### src/rtl/nmi_pkg.sv
`timescale 1ns/1ps
package nmi_pkg;

    typedef enum logic [1:0] {
        TRIG_LVL_LO = 2'd0,
        TRIG_FALL   = 2'd1,
        TRIG_LVL_HI = 2'd2,
        TRIG_RISE   = 2'd3
    } trig_e;

    localparam int unsigned CTRL_OFS   = 32'h00;
    localparam int unsigned PEND_OFS   = 32'h04;
    localparam int unsigned EN_OFS_STD = 32'h08;
    localparam int unsigned EN_OFS_ALT = 32'h34;

    // Edge modes have bit 0 set.
    function automatic logic trig_is_edge(input trig_e t);
        return t[0];
    endfunction

    // Low-active modes (low level, falling edge) have bit 1 clear.
    function automatic logic trig_inverts(input trig_e t);
        return ~t[1];
    endfunction

    function automatic int unsigned enable_offset(input bit alt);
        return alt ? EN_OFS_ALT : EN_OFS_STD;
    endfunction

endpackage

### src/rtl/nmi_sync.sv
`timescale 1ns/1ps
module nmi_sync #(
    parameter int   STAGES  = 2,
    parameter logic RST_VAL = 1'b1
) (
    input  logic clk,
    input  logic rst,
    input  logic d_i,
    output logic q_o
);
    logic [STAGES-1:0] chain_q;

    generate
        if (STAGES == 1) begin : g_single
            always_ff @(posedge clk) begin
                if (rst) chain_q <= RST_VAL;
                else     chain_q <= d_i;
            end
        end else begin : g_multi
            always_ff @(posedge clk) begin
                if (rst) chain_q <= {STAGES{RST_VAL}};
                else     chain_q <= {chain_q[STAGES-2:0], d_i};
            end
        end
    endgenerate

    assign q_o = chain_q[STAGES-1];
endmodule

### src/rtl/nmi_detect.sv
`timescale 1ns/1ps
module nmi_detect
    import nmi_pkg::*;
(
    input  logic  clk,
    input  logic  rst,
    input  logic  pin_s,
    input  trig_e mode,
    output logic  evt_o
);
    // The pin is normalized so that 1 means "active" in the current mode.
    logic  act;
    logic  prev_act_q;
    trig_e mode_q;
    logic  mode_chg;
    logic  edge_hit;

    assign act      = pin_s ^ trig_inverts(mode);
    assign mode_chg = (mode != mode_q);
    // The previous sample was normalized under the old mode: suppress edges for one cycle.
    assign edge_hit = act & ~prev_act_q & ~mode_chg;
    assign evt_o    = trig_is_edge(mode) ? edge_hit : act;

    always_ff @(posedge clk) begin
        if (rst) begin
            prev_act_q <= 1'b0;
            mode_q     <= TRIG_LVL_LO;
        end else begin
            prev_act_q <= act;
            mode_q     <= mode;
        end
    end
endmodule

### src/rtl/nmi_regs.sv
`timescale 1ns/1ps
module nmi_regs
    import nmi_pkg::*;
#(
    parameter int          ADDR_W = 8,
    parameter int          DATA_W = 32,
    parameter int unsigned EN_OFS = EN_OFS_STD
) (
    input  logic              clk,
    input  logic              rst,
    input  logic [ADDR_W-1:0] bus_addr,
    input  logic              bus_we,
    input  logic [DATA_W-1:0] bus_wdata,
    output logic [DATA_W-1:0] bus_rdata,
    input  logic              evt_i,
    output trig_e             mode_o,
    output logic              pend_o,
    output logic              en_o
);
    localparam logic [ADDR_W-1:0] A_CTRL = ADDR_W'(CTRL_OFS);
    localparam logic [ADDR_W-1:0] A_PEND = ADDR_W'(PEND_OFS);
    localparam logic [ADDR_W-1:0] A_EN   = ADDR_W'(EN_OFS);

    logic [DATA_W-1:0] ctrl_q;
    logic              pend_q;
    logic              en_q;
    logic              sel_ctrl, sel_pend, sel_en;
    logic              pend_clr;

    assign sel_ctrl = (bus_addr == A_CTRL);
    assign sel_pend = (bus_addr == A_PEND);
    assign sel_en   = (bus_addr == A_EN);
    assign pend_clr = bus_we & sel_pend & bus_wdata[0];

    always_ff @(posedge clk) begin
        if (rst) begin
            ctrl_q <= '0;
            en_q   <= 1'b0;
            pend_q <= 1'b0;
        end else begin
            if (bus_we && sel_ctrl) ctrl_q <= bus_wdata;
            if (bus_we && sel_en)   en_q   <= bus_wdata[0];
            // A new event wins over a simultaneous clear.
            pend_q <= evt_i | (pend_q & ~pend_clr);
        end
    end

    always_comb begin
        bus_rdata = '0;
        if (sel_ctrl)      bus_rdata    = ctrl_q;
        else if (sel_pend) bus_rdata[0] = pend_q;
        else if (sel_en)   bus_rdata[0] = en_q;
    end

    assign mode_o = trig_e'(ctrl_q[1:0]);
    assign pend_o = pend_q;
    assign en_o   = en_q;
endmodule

### src/rtl/nmi_line_ctrl.sv
`timescale 1ns/1ps
module nmi_line_ctrl
    import nmi_pkg::*;
#(
    parameter int ADDR_W         = 8,
    parameter int DATA_W         = 32,
    parameter bit ALT_ENABLE_MAP = 1'b0,
    parameter int SYNC_STAGES    = 2
) (
    input  logic              clk,
    input  logic              rst,
    input  logic              pin_i,
    input  logic [ADDR_W-1:0] bus_addr,
    input  logic              bus_we,
    input  logic [DATA_W-1:0] bus_wdata,
    output logic [DATA_W-1:0] bus_rdata,
    output logic              irq_o
);
    localparam int unsigned EN_OFS = enable_offset(ALT_ENABLE_MAP);

    logic  pin_s;
    trig_e trig_mode;
    logic  trig_evt;
    logic  pend_q;
    logic  en_q;
    logic  irq_q;

    nmi_sync #(.STAGES(SYNC_STAGES), .RST_VAL(1'b1)) u_sync (
        .clk (clk),
        .rst (rst),
        .d_i (pin_i),
        .q_o (pin_s)
    );

    nmi_detect u_detect (
        .clk   (clk),
        .rst   (rst),
        .pin_s (pin_s),
        .mode  (trig_mode),
        .evt_o (trig_evt)
    );

    nmi_regs #(.ADDR_W(ADDR_W), .DATA_W(DATA_W), .EN_OFS(EN_OFS)) u_regs (
        .clk       (clk),
        .rst       (rst),
        .bus_addr  (bus_addr),
        .bus_we    (bus_we),
        .bus_wdata (bus_wdata),
        .bus_rdata (bus_rdata),
        .evt_i     (trig_evt),
        .mode_o    (trig_mode),
        .pend_o    (pend_q),
        .en_o      (en_q)
    );

    always_ff @(posedge clk) begin
        if (rst) irq_q <= 1'b0;
        else     irq_q <= pend_q & en_q;
    end

    assign irq_o = irq_q;
endmodule

### config.mk
export PLATFORM = sky130hd
export DESIGN_NAME = nmi_line_ctrl
export DESIGN_NICKNAME = d
export VERILOG_FILES = /design/src/rtl/nmi_pkg.sv /design/src/rtl/nmi_sync.sv /design/src/rtl/nmi_detect.sv /design/src/rtl/nmi_regs.sv /design/src/rtl/nmi_line_ctrl.sv
export SDC_FILE = /design/constraint.sdc
export NUM_CORES = 1
export LEC_CHECK = 0
export BUFFER_PORTS_ARGS = -buffer_cell sky130_fd_sc_hd__buf_2
export CAP_MARGIN = 20
export CELL_PAD_IN_SITES_DETAIL_PLACEMENT = 1
export CELL_PAD_IN_SITES_GLOBAL_PLACEMENT = 1
export CORE_UTILIZATION = 33
export CTS_CLUSTER_SIZE = 24
export DETAILED_ROUTE_END_ITERATION = 6
export GPL_TIMING_DRIVEN = 1
export PLACE_DENSITY_LB_ADDON = 0.1
export SETUP_SLACK_MARGIN = 0.3
export SYNTH_ARGS = -nofsm -noshare
export SYNTH_HDL_FRONTEND = slang
export SYNTH_SLANG_ARGS = --single-unit
### constraint.sdc
create_clock -name clk -period 1.3 [get_ports clk]
set_clock_uncertainty 0.2 [all_clocks]
set_input_delay 0 -clock clk [delete_from_list [all_inputs] [get_ports clk]]
set_output_delay 0 -clock clk [all_outputs]
set_load 0.02 [all_outputs]
==> flow_metrics.py <==
metrics = {
    "routing": {
        "routed_wl_mm": 8.707,
        "initialDrtViolationCount": 92,
        "final_ant_viol_nets": 0,
        "post_drt_wl_per_cell_um": 20.44,
        "detailroute.via_count": 2325,
        "drc_errors": 0,
        "detail_route.first_pass.iterations": 4,
        "avgViaCountPerCell": 5.458,
    },
    "power": {
        "leakage_nw": 1.890,
        "power-per-cell-area_nw_per_um2": 633.7,
        "ir_drop_uv": 586.7,
        "post-layout-total-power_mw": 2.576,
    },
    "cts": {
        "clk_latency_ns": 0.31,
        "cts_hold_buf": 33,
        "clk_pin_slew_worst_paths_ns": 0.07,
        "h_tree_depth": 2,
        "clk_root_buffer_cell": "sky130_fd_sc_hd__clkbuf_8",
        "cts.path.max_buffers": 2,
        "tritoncts": "yes",
        "cts_made_buffers": 5,
        "cts.sink_count": 40,
    },
    "setup_path": {
        "worst-endpoint-arrival_ns": 1.27,
        "timing.critical_path.to_type": "output port",
        "crit_fanout": 7,
        "cp.required_ns": 1.10,
        "cp_startpoint_kind": "input port",
        "timing.setup.critical_path_class": "input port to output port",
    },
    "global_routing": {
        "gr-usage-all-layers_pct": 25.12,
        "grt_max_degree": 31,
        "antenna_found_initial": 1,
        "global_route.overflow_total": 0,
        "vias_in_the_first_global_route": 2426,
        "grt_pass1_wl_mm": 12.34,
    },
    "final_layout": {
        "layoutNonFillerInstCount": 426,
        "utilization_after_layout_pct": 66.69,
        "area_added_between_synthesis_and_finish_pct": 90.22,
        "layout_commonest_cell": "sky130_fd_sc_hd__buf_6",
        "layout-drive-gt1-share_pct": 50.00,
        "finalNetCount": 393,
        "layout.cells.most_common_list": "sky130_fd_sc_hd__buf_6 (40), sky130_fd_sc_hd__buf_2 (39), sky130_fd_sc_hd__dfxtp_1 (37)",
    },
    "timing": {
        "timing.final.ws_setup_ns": -0.1730,
        "post-route-min-period_ns": 1.473,
        "final.hold.worst_slack_ns": -0.1195,
        "rsz0062_at_grt": "yes",
        "hold_viol": 3,
        "report.final.setup_viol": 51,
        "worst_slew_margin_relative_to_its_limit_pct": 75.54,
        "final_min_period_over_clock_period_pct": 113.3,
        "max_freq_ghz": 0.6789,
        "drv_slew": 0,
        "worst_slew_pin_slew_ns": 0.3641,
    },
    "floorplanning": {
        "fp.coreArea_um2": 6096,
        "floorplan.initialDensity_pct": 35.06,
        "die_w_um": 82.48,
        "dieArea_um2": 6802,
        "boundaryPins": 77,
        "dieHeight_um": 82.48,
        "core.rowCount": 28,
    },
    "synth": {
        "synthesis.yosys.warnings": 0,
        "synth.yosys.seq_area_share_pct": 37.47,
        "ys_types": 28,
        "synthesis.nets": 267,
        "postSynthRegisterBits": 40,
        "postSynthAreaPerCell_um2": 9.583,
        "synth_cells": 223,
        "synth_area_um2": 2137,
    },
    "placement": {
        "io_buffer_count": 76,
        "finalWeightedCongestion": 0.7181,
        "dp.cells": 369,
        "dp_hpwl_mm": 4.508,
    },
    "flow_run": {
        "drv_cap": 0,
    },
    "status": {
        "run_status": "finished, violations left",
        "failed_checks": "hold timing, setup timing",
    },
    "min_path": {
        "hold_class": "input port to flip-flop",
    },
}
[worst max-delay path, stage by stage]
cell and delay, ns:
sky130_fd_sc_hd__buf_8 0.10, sky130_fd_sc_hd__or4_4 0.67, sky130_fd_sc_hd__buf_12 0.21, sky130_fd_sc_hd__nor3_4 0.15, sky130_fd_sc_hd__buf_6 0.14
[stage by stage]
| step | cell area, um^2 | setup TNS, ns | worst slack [ns] | hold slack [ns] |
|---|---|---|---|---|
| 4_1_cts | 3881 | -4.159 | -0.1754 | -0.1388 |
| 2_1_floorplan | 2412 | -0.04245 | -0.01167 | -0.1290 |
| 3_5_place_dp | 2922 | -11.41 | -0.2268 | -0.01841 |
| 6_report | 4065 | -4.648 | -0.1730 | -0.1195 |
| 3_3_place_gp | 2922 | -11.04 | -0.2055 | -0.01759 |
| 5_1_grt | 4065 | -6.002 | -0.1951 | -0.08735 |
[logic make-up (layout without fill, tap and decap cells)]
logic type	Yosys count	count (layout)	synth area share, %
muxes	3	3	1.464
and+or+nand+nor	55	55	21.78
other	0	1	0
xor gates and xnor gates	2	2	0.8198
buffers and inverters	60	187	12.47
AOI/OAI and AO/OA	63	63	25.99
DFF	40	40	37.47
[final cells by class]
| type | instances | area [um^2] |
|---|---|---|
| fillers | 614 | 2031 |
| flip-flops and latches | 40 | 807.0 |
| clock buffers | 8 | 90.09 |
| multi-input cells | 123 | 1418 |
| well taps | 75 | 93.84 |
| diodes | 1 | 2.502 |
| inverters | 32 | 120.1 |
| repair buffers | 147 | 1534 |
[synth_stat cells, drive strengths merged]
cell type / n / area, um^2
nand4: 2 / 12.51
a32o: 1 / 10.01
dfxtp: 40 / 800.8
nor3: 30 / 300.3
and3: 3 / 18.77
a2111oi: 1 / 15.01
a31o: 30 / 262.8
inv: 32 / 120.1
or2: 2 / 12.51
a311oi: 30 / 262.8
or4: 2 / 15.01
mux2: 1 / 11.26
nor4: 2 / 33.78
and3b: 1 / 8.760
clkbuf: 11 / 41.29
o21ai: 1 / 5.000
buf: 17 / 105.1
mux2i: 2 / 20.02
nand2: 4 / 15.01
nand2b: 2 / 12.51
nor2b: 4 / 25.02
xor2: 2 / 17.52
nor2: 3 / 11.26
[path summary, 6_finish.rpt]
check	start	endpoint	slack (ns)	depth (start not counted)
setup / recovery	bus_addr[3]	bus_rdata[19]	-0.17	5
hold / removal	bus_wdata[1]	u_regs.ctrl_q[1]$_SDFFE_PP0P_	-0.12	3
setup reg to reg	u_regs.ctrl_q[1]$_SDFFE_PP0P_	u_regs.pend_o$_SDFF_PP0_	0.19	3
hold reg to reg	u_sync.chain_q[0]$_SDFF_PP1_	u_sync.chain_q[1]$_SDFF_PP1_	0.21	1
[per-layer routing]
layer / part of all wire (%) / track usage (%)
met5: 0 / 0
met1: 41 / 30.66
met2: 53 / 44.13
met4: 1.9 / 9.298
met3: 3.6 / 4.066
[registers in the layout (all words and copies together) (netlist names)]
register	flops
u_regs.ctrl_q	32
u_detect.mode_q	2
u_sync.chain_q	2
irq_o	1
u_detect.prev_act_q	1
u_regs.en_o	1
u_regs.pend_o	1
[power by group]
part	switching [mW]	internal [mW]
clock network	0.474	0.434
logic	0.217	0.219
registers	0.00276	1.23
total	0.694	1.88
[what timing repair did]
item,in CTS,in global routing
setup buffers,8,2
setup endpoints to repair,65,68
cloned,4,1
resized for setup,109,24
pin swaps,25,15
endpoints found under the hold margin,38,2
No activity file was read; power rests on OpenSTA's default activity.
